File: config.mk
export PLATFORM = sky130hd
export DESIGN_NAME = sector_lock_unit
export DESIGN_NICKNAME = d
export VERILOG_FILES = /design/src/rtl/slu_pkg.sv /design/src/rtl/slu_decode.sv /design/src/rtl/slu_timer.sv /design/src/rtl/slu_lockbank.sv /design/src/rtl/sector_lock_unit.sv
export SDC_FILE = /design/constraint.sdc
export NUM_CORES = 1
export LEC_CHECK = 0
export ABC_AREA = 0
export BUFFER_PORTS_ARGS = -buffer_cell sky130_fd_sc_hd__clkbuf_2
export CAP_MARGIN = 20
export CELL_PAD_IN_SITES_DETAIL_PLACEMENT = 1
export CELL_PAD_IN_SITES_GLOBAL_PLACEMENT = 2
export CORE_ASPECT_RATIO = 2
export CORE_MARGIN = 3
export CORE_UTILIZATION = 30
export DETAILED_ROUTE_END_ITERATION = 8
export PLACE_DENSITY = 0.84
export SETUP_SLACK_MARGIN = 0.5
export SLEW_MARGIN = 0
export SYNTH_ARGS = -nofsm -noshare
export SYNTH_HDL_FRONTEND = slang
export SYNTH_SLANG_ARGS = --single-unit
File: constraint.sdc
create_clock -name clk -period 3.4 [get_ports clk]
set_input_delay 0.34 -clock clk [delete_from_list [all_inputs] [get_ports clk]]
set_output_delay 0.34 -clock clk [all_outputs]
set_load 0.01 [all_outputs]
File: src/rtl/slu_pkg.sv
package slu_pkg;
   localparam int NBLK  = 11;
   localparam int IDX_W = $clog2(NBLK);
   localparam int SEC_W = 6;

   typedef logic [IDX_W-1:0] blk_idx_t;

   typedef enum logic [1:0] {
      SQ_IDLE  = 2'd0,
      SQ_SET   = 2'd1,
      SQ_CLEAR = 2'd2
   } seq_e;

   // Select one flag from the lock vector by sector index.
   function automatic logic pick_bit(input logic [NBLK-1:0] v, input blk_idx_t i);
      pick_bit = 1'b0;
      for (int b = 0; b < NBLK; b++) begin
         if (i == blk_idx_t'(b)) pick_bit = v[b];
      end
   endfunction
endpackage

File: src/rtl/slu_decode.sv
module slu_decode
   import slu_pkg::*;
#(
   parameter int ADDR_W   = 19,
   parameter bit TOP_BOOT = 1'b1
) (
   input  logic [ADDR_W-1:0] addr,
   output blk_idx_t          idx
);
   localparam int LOW_W = ADDR_W - SEC_W;

   logic [SEC_W-1:0] sec;
   logic [2:0]       big;
   logic [2:0]       sub;
   logic             unused_low;

   assign sec        = addr[ADDR_W-1 -: SEC_W];
   assign big        = sec[5:3];
   assign sub        = sec[2:0];
   assign unused_low = ^addr[LOW_W-1:0];

   generate
      if (TOP_BOOT) begin : g_top
         // Small sectors fill the last 64 KB slot.
         always_comb begin
            if (big != 3'd7)       idx = blk_idx_t'(big);
            else if (sub <= 3'd3)  idx = blk_idx_t'(7);
            else if (sub == 3'd4)  idx = blk_idx_t'(8);
            else if (sub == 3'd5)  idx = blk_idx_t'(9);
            else                   idx = blk_idx_t'(10);
         end
      end else begin : g_bottom
         // Small sectors fill the first 64 KB slot.
         always_comb begin
            if (big != 3'd0)       idx = blk_idx_t'(big) + blk_idx_t'(3);
            else if (sub <= 3'd1)  idx = blk_idx_t'(0);
            else if (sub == 3'd2)  idx = blk_idx_t'(1);
            else if (sub == 3'd3)  idx = blk_idx_t'(2);
            else                   idx = blk_idx_t'(3);
         end
      end
   endgenerate
endmodule

File: src/rtl/slu_timer.sv
module slu_timer #(
   parameter int CNT_W = 8
) (
   input  logic             clk,
   input  logic             rst_n,
   input  logic             start,
   input  logic [CNT_W-1:0] len,
   output logic             done
);
   logic             run_q;
   logic [CNT_W-1:0] cnt_q;

   assign done = run_q & (cnt_q == '0);

   always_ff @(posedge clk or negedge rst_n) begin
      if (!rst_n) begin
         run_q <= 1'b0;
         cnt_q <= '0;
      end else if (start) begin
         run_q <= 1'b1;
         cnt_q <= len - CNT_W'(1);
      end else if (done) begin
         run_q <= 1'b0;
      end else if (run_q) begin
         cnt_q <= cnt_q - CNT_W'(1);
      end
   end
endmodule

File: src/rtl/slu_lockbank.sv
module slu_lockbank
   import slu_pkg::*;
(
   input  logic            clk,
   input  logic            set_en,
   input  blk_idx_t        set_idx,
   input  logic            clr_all,
   output logic [NBLK-1:0] bits,
   output logic            all_set
);
   // No reset: the flags are retained across sequencer resets.
   generate
      for (genvar b = 0; b < NBLK; b++) begin : g_bit
         logic flag_q;
         always_ff @(posedge clk) begin
            if (clr_all)                                 flag_q <= 1'b0;
            else if (set_en && set_idx == blk_idx_t'(b)) flag_q <= 1'b1;
         end
         assign bits[b] = flag_q;
      end
   endgenerate

   assign all_set = &bits;
endmodule

File: src/rtl/sector_lock_unit.sv
module sector_lock_unit
   import slu_pkg::*;
#(
   parameter int ADDR_W     = 19,
   parameter bit TOP_BOOT   = 1'b1,
   parameter int PROT_CYC   = 12500,
   parameter int UNPROT_CYC = 1250000
) (
   input  logic              clk,
   input  logic              rst_n,
   input  logic              cmd_protect,
   input  logic              cmd_unprot_all,
   input  logic [ADDR_W-1:0] cmd_addr,
   input  logic              temp_unlock,
   input  logic [ADDR_W-1:0] pe_addr,
   output logic              pe_allow,
   input  logic [ADDR_W-1:0] vfy_addr,
   output logic [7:0]        vfy_data,
   output logic              busy
);
   localparam int LONGEST = (PROT_CYC > UNPROT_CYC) ? PROT_CYC : UNPROT_CYC;
   localparam int CNT_W   = $clog2(LONGEST + 1);
   localparam int NPORT   = 3;   // 0: command, 1: program/erase query, 2: verify

   generate
      if (ADDR_W != 19) begin : g_bad_aw
         $error("sector_lock_unit: ADDR_W must be 19");
      end
      if (PROT_CYC < 1) begin : g_bad_pc
         $error("sector_lock_unit: PROT_CYC must be at least 1");
      end
      if (UNPROT_CYC < 1) begin : g_bad_uc
         $error("sector_lock_unit: UNPROT_CYC must be at least 1");
      end
   endgenerate

   logic [NPORT-1:0][ADDR_W-1:0] dec_addr;
   blk_idx_t                     dec_idx [NPORT];

   assign dec_addr[0] = cmd_addr;
   assign dec_addr[1] = pe_addr;
   assign dec_addr[2] = vfy_addr;

   generate
      for (genvar p = 0; p < NPORT; p++) begin : g_dec
         slu_decode #(.ADDR_W(ADDR_W), .TOP_BOOT(TOP_BOOT)) u_dec (
            .addr (dec_addr[p]),
            .idx  (dec_idx[p])
         );
      end
   endgenerate

   seq_e             state_q, state_d;
   blk_idx_t         tgt_q;
   logic             tmr_start, tmr_done;
   logic [CNT_W-1:0] tmr_len;
   logic [NBLK-1:0]  lock_vec;
   logic             all_locked;
   logic             set_en, clr_all;

   always_comb begin
      state_d   = state_q;
      tmr_start = 1'b0;
      tmr_len   = CNT_W'(PROT_CYC);
      set_en    = 1'b0;
      clr_all   = 1'b0;
      case (state_q)
         SQ_IDLE: begin
            if (cmd_protect) begin
               state_d   = SQ_SET;
               tmr_start = 1'b1;
            end else if (cmd_unprot_all && all_locked) begin
               state_d   = SQ_CLEAR;
               tmr_start = 1'b1;
               tmr_len   = CNT_W'(UNPROT_CYC);
            end
         end
         SQ_SET: begin
            if (tmr_done) begin
               set_en  = 1'b1;
               state_d = SQ_IDLE;
            end
         end
         SQ_CLEAR: begin
            if (tmr_done) begin
               clr_all = 1'b1;
               state_d = SQ_IDLE;
            end
         end
         default: state_d = SQ_IDLE;
      endcase
   end

   always_ff @(posedge clk or negedge rst_n) begin
      if (!rst_n) begin
         state_q <= SQ_IDLE;
         tgt_q   <= '0;
      end else begin
         state_q <= state_d;
         if (state_q == SQ_IDLE && cmd_protect) tgt_q <= dec_idx[0];
      end
   end

   slu_timer #(.CNT_W(CNT_W)) u_timer (
      .clk   (clk),
      .rst_n (rst_n),
      .start (tmr_start),
      .len   (tmr_len),
      .done  (tmr_done)
   );

   slu_lockbank u_bank (
      .clk     (clk),
      .set_en  (set_en),
      .set_idx (tgt_q),
      .clr_all (clr_all),
      .bits    (lock_vec),
      .all_set (all_locked)
   );

   assign busy     = (state_q != SQ_IDLE);
   assign pe_allow = temp_unlock | ~pick_bit(lock_vec, dec_idx[1]);
   assign vfy_data = {7'b0, pick_bit(lock_vec, dec_idx[2])};
endmodule

### Word level (Yosys, flattened, before mapping)

Cells that the tools add are included.

* flip-flop bits (word level): 39
* bits in latches: 0
* memory bits (writable): 0
* ROM bits: 0
* output and inout bits: 10
* logic and storage cells: 144
* memories kept: 0

* add/sub/neg operators: 2
* $mul: 0
* div/mod/pow operators: 0
* $lt $le $gt $ge: 3
* equal/unequal tests: 44
* shift operators: 0
* muxes and demuxes: 52
* bitwise gates (word level): 3
* reduce and logical (&&, ||, !) cells: 25

Operator list (count)
* two-way mux 21 bit: 6
* equality test 4 x 3 -> 1 bit, second input constant: 12
* subtractor 21 x 1 -> 21 bit, second input constant: 2
* equality test 4 bit, second input constant: 9
* two-way mux 4 bit: 9
* two-way mux 1 bit: 30
* equality test 4 x 2 -> 1 bit, second input constant: 6
* zero test 21 bit: 1
* equality test 3 bit, second input constant: 6
* logical AND 1 bit: 13
* equality test 4 x 1 -> 1 bit, second input constant: 3
* zero test 4 bit: 3
* two-way mux 2 bit: 6
* inequality test 3 bit, second input constant: 4
* AND reduction 11 bit: 1
* less-or-equal comparator 3 x 2 -> 1 bit, second input constant: 3
* nonzero test 2 bit: 3
* one-hot mux 2 bit (2 select lines): 1
* AND reduction 2 bit: 2
* equality test 2 x 1 -> 1 bit, second input constant: 1
* equality test 2 bit, second input constant: 1
* zero test 2 bit: 1
* inequality test 2 x 1 -> 1 bit, second input constant: 1
* inequality test 2 bit, second input constant: 1
* other kinds (4): 4

### Longest topological paths before layout

* depth after elaboration: 19
* gate-level depth with buffers: 11
* depth with buffers taken out: 10

### Modules after synthesis

Synthesis repeated with hierarchy kept, for this count alone.

* cells, all modules: 334
* area total of the unflattened synthesis: 2966.6 µm²

By module, submodules not included
* slu_timer: instances 1, cells an instance 189, area an instance 1714.1 µm²
* sector_lock_unit: instances 1, cells an instance 62, area an instance 584.3 µm²
* slu_lockbank: instances 1, cells an instance 56, area an instance 521.8 µm²
* slu_decode: instances 3, cells an instance 9, area an instance 48.8 µm²

### Worst setup path after synthesis

OpenSTA, ideal clock, no wires.

* path kind: flip-flop to flip-flop
* start: reg u_bank.g_bit[5].flag_q
* end: reg u_timer.cnt_q[10]
* library setup time: 79 ps
* arrival: 2482 ps
* path slack: 839 ps
* cell stages (with the launch flop): 12
* clock period less this slack: 2561 ps
* cell sequence: dfxtp_1 -> nand4_1 -> nor3_1 -> o21ai_1 -> nand2_1 -> ha_1 -> nand3b_1 -> nor4_2 -> o221ai_2 -> buf_6 -> nor4_1 -> mux2i_1

* word-level cells in the longest chain between the ends: 7
* elaborated cells between the ends (all ways): 13
* those cells by class: add/sub: 1; eq/ne: 1; mux: 7; reduce/logical: 4

RTL lines
* start, declared: RTL line slu_lockbank.sv:14 `logic flag_q;`
* start signal, assigned: RTL line slu_lockbank.sv:16 `if (clr_all) flag_q <= 1'b0;`
* start signal, assigned: RTL line slu_lockbank.sv:17 `else if (set_en && set_idx == blk_idx_t'(b)) flag_q <= 1'b1;`
* AND reduction 11 bit (*): RTL line slu_lockbank.sv:23 `assign all_set = &bits;`
* logical AND 1 bit (*): RTL line sector_lock_unit.sv:72 `end else if (cmd_unprot_all && all_locked) begin`
* two-way mux 21 bit or two-way mux 1 bit (tied branches): RTL line sector_lock_unit.sv:72
* two-way mux 21 bit or two-way mux 1 bit (tied branches): RTL line sector_lock_unit.sv:69 `if (cmd_protect) begin`
* two-way mux 21 bit or two-way mux 1 bit (tied branches): RTL line sector_lock_unit.sv:67 `case (state_q)`
* subtractor 21 x 1 -> 21 bit (tied with other cells): RTL line slu_timer.sv:21 `cnt_q <= len - CNT_W'(1);`
* two-way mux 21 bit or AND reduction 2 bit (tied branches)
* end signal, assigned: RTL line slu_timer.sv:21
* end signal, assigned: RTL line slu_timer.sv:25 `cnt_q <= cnt_q - CNT_W'(1);`
* end, declared: RTL line slu_timer.sv:11 `logic [CNT_W-1:0] cnt_q;`

Every way passes the cells marked *; elsewhere a longest branch is shown, timed or not.
A chain may end at the register's enable or synchronous reset.

### Worst setup path in the final report

* start: reg u_bank.g_bit[4].flag_q
* end: reg u_timer.cnt_q[6]

* word-level cells in the longest chain between the ends: 7
* elaborated cells between the ends (all ways): 13
* those cells by class: add/sub: 1; eq/ne: 1; mux: 7; reduce/logical: 4

RTL lines (RTL line)
* start, declared: slu_lockbank.sv:14
* start signal, assigned: slu_lockbank.sv:16
* start signal, assigned: slu_lockbank.sv:17
* AND reduction 11 bit (*): slu_lockbank.sv:23
* logical AND 1 bit (*): sector_lock_unit.sv:72
* two-way mux 21 bit or two-way mux 1 bit (tied branches): sector_lock_unit.sv:72
* two-way mux 21 bit or two-way mux 1 bit (tied branches): sector_lock_unit.sv:69
* two-way mux 21 bit or two-way mux 1 bit (tied branches): sector_lock_unit.sv:67
* subtractor 21 x 1 -> 21 bit (tied with other cells): slu_timer.sv:21
* two-way mux 21 bit or AND reduction 2 bit (tied branches)

Marks and branches as above.

==> metrics.md <==
| Metric | Value |
|---|---|
| Hold WS | `0.119 ns` |
| CTS root buf | `clkbuf_16` |
| I/O pin count | `72` |
| Critical path arrival | `3.04 ns` |
| Number of synthesized flops with an enable pin | `0` |
| Grt total ovfl | `0` |
| Global-route wire length before repair | `11200 µm` |
| Slew Viols, Final | `0` |
| Setup slack after layout | `0.585 ns` |
| Drt total wl | `7210 µm` |
| Dpl cell area | `around 2600 µm²` |
| Max VDD drop | `0.192 mV` |
| Final setup violation count | `0` |
| Post-DR wirelength/cell | `18.1 µm` |
| Largest net degree at the start of global routing | `29` |
| Power density cells | `346 nW/µm²` |
| Sequential share of the synthesized area | `between 30 and 40%` |
| Post-route cell area | `2910 µm²` |
| F_max | `0.355 GHz` |
| CP delay by family, top | `simple AND/OR/NAND/NOR gates` |
| Cell taking the most area after synthesis | `dfrtp_1` |
| Max-slew headroom at the worst pin | `48.5%` |
| Synth Area per Inst | `9.10 µm²` |
| Die Ht | `132 µm` |
| Max cap viols | `0` |
| Vias | `2227` |
| Post-synthesis cell area | `2370 µm²` |
| Antenna Cells | `0` |
| Port bufs | `25` |
| Syn Inst Count | `around 260` |
| CTS tree | `done` |
| Sinks on Clock Net | `39` |
| Buf/Inv on CP | `2` |
| Area delta synth->final | `22.6%` |
| TritonRoute pass-1 iters | `4` |
| GRT Overall Usage | `16.4%` |
| Final Util | `a little under two fifths` |
| Tmin final | `2.82 ns` |
| Share of the synthesized area in the top cell type | `between 20% and 30%` |
| Setup_tns | `0 ns` |
| Async SR Flop Fraction | `71.8%` |
| Critical path data required time | `roughly 3.6 ns` |
| Tot Pwr | `1.01 mW` |
| Fin nets | `370` |
| Synth Warn # | `0` |
| Max Clock Skew | `0.00438 ns` |
| Top FF cell, synth | `dfrtp_1` |
| Core area | `7660 µm²` |
| Layout fillers | `943` |
| Die X | `about 70 µm` |
| Fraction of layout cells with a size suffix above 1 | `around a quarter` |
| Top-count cell post-synth | `dfrtp_1` |
| Kind of path behind the tightest hold check | `in -> async` |
| Yosys cell types | `60` |
| Slew @ Worst Pin | `0.773 ns` |
| CP Class | `reg -> reg` |
| Vias in the first global route | `2329` |
| Remaining DRCs | `0` |
| Number of core rows | `45` |
| Outcome | `finished, final reports clean` |
| Final Cycle Share | `82.8%` |
| Via density | `5.58` |
| Yosys reg bits | `39` |
| Placed cell count | `381` |
| Slowest CP cell | `or4_1` |
| Crit path largest cell delay | `0.41 ns` |
| Startpoint types | `register` |
| RSZ-0062 raised after global routing | `false` |
| Cts bufs inserted | `5` |
| Initial antenna violation count | `0` |
| GP Congestion | `0.779` |
| Clock Latency Late Sink | `~0.28 ns` |
| CP most frequent cell | `buf_4` |
| Synth top area cells | `dfrtp_1, dfxtp_1, a21oi_1, nor2_1, mux2i_1` |
| CP max FO | `5` |
| Starting Density | `roughly 31%` |
| Drt initial violations | `between 40 and 50` |
| CTS clk-pin slew, worst paths | `0.06 ns` |
| CTS H-tree lvls | `2` |
| Most frequent cells after synthesis | `dfrtp_1, a21oi_1, nor2_1` |
| Critical Path Sink Type | `register` |
| Critical path, cell by cell | `nand4_1 > nor3_2 > o21ai_2 > nand2_1 > ha_2 > nand3b_1 > nor4_4 > buf_4 > o221ai_2 > buf_4 > or4_1 > nand3_1` |
| Detail Placement HPWL | `~5400 µm` |
| # hold bufs at CTS | `0` |
| Antenna Nets Post-Route | `0` |
| DP Worst Slack | `roughly 0.45 ns` |
| Layout Cells excl Fill | `399` |
| Clock Tree Buf Depth | `2` |
| DIE AREA | `a little over 9000 µm²` |
| Final hold vios | `0` |
| Leak pwr | `1.26 nW` |
-- worst register-to-register path, stage by stage (launching register included) --
cell	delay, ns
dfxtp_2	0.36
nand4_1	0.20
nor3_2	0.33
o21ai_2	0.14
nand2_1	0.09
ha_2	0.21
nand3b_1	0.13
nor4_4	0.22
buf_4	0.19
o221ai_2	0.18
buf_4	0.21
or4_1	0.41
nand3_1	0.10
-- layer usage --
metal,vias to the layer above,track usage [%],wire (µm)
li1,1054,-,-
met1,1109,14.8,2350
met2,49,32.3,4440
met3,15,2.39,195
met4,0,7.71,228
met5,-,0,0
-- layout make-up --
class                      count  area (µm²)  share of cell area, %
multi-input combinational    206        1420                   48.6
sequential                    39         923                   31.7
timing repair buffer          44         268                   9.20
clock buffer                   8         156                   5.37
tap                           94         118                   4.04
inverter                       8        30.0                   1.03
-- timing repair --
action                                  CTS  global route
cloned                                    0             1
resized for setup                         4             6
endpoints found under the setup margin    5             7
setup buffers                             2             7
pin swaps                                 2             5
-- cell families after synthesis --
logic type,count (synthesis),synth area share [%]
flops,39,38.8
other cells,1,0.158
simple gates,109,27.7
mux,9,4.37
buf+inv,23,5.11
xor+xnor,8,2.95
fa+ha+maj,4,2.11
compound gates,68,18.8
-- cells in the final DEF (no fill, tap or decap), drive strengths merged, types with 8 or more instances in the layout --
cell type,synthesis,routed
a21oi,21,21
buf,9,19
clkbuf,6,33
dfrtp,28,28
dfxtp,11,11
inv,8,8
nand2,18,18
nor2,19,19
nor3,11,11
o21ai,13,13
o31ai,9,9
or4,8,8
-- sequential cells by signal, indices dropped and copies added, names as in the netlist --
| register | count |
|---|---|
| u_timer.cnt_q | 21 |
| u_timer.run_q | 1 |
| u_bank.g_bit.flag_q | 11 |
| state_q | 2 |
| tgt_q | 4 |
-- worst paths after layout --
check	cells past startpoint	start	end	slack, ns
setup reg to reg	12	u_bank.g_bit[4].flag_q	u_timer.cnt_q[6]	0.58
hold reg to reg	2	u_bank.g_bit[6].flag_q	u_bank.g_bit[6].flag_q	0.51
hold / removal	1	rst_n	u_timer.cnt_q[13]	0.12
min in group clk	3	cmd_addr[14]	tgt_q[1]	0.29
setup / recovery	12	u_bank.g_bit[4].flag_q	u_timer.cnt_q[6]	0.58
max in group asynchronous	1	rst_n	u_timer.run_q	2.79
-- power breakdown --
part	total (mW)	internal [mW]	switching (mW)
registers	0.462	0.462	0
logic	0.0453	0.0177	0.0276
clock network	0.501	0.313	0.189
Power figures use the tool's default switching activity.
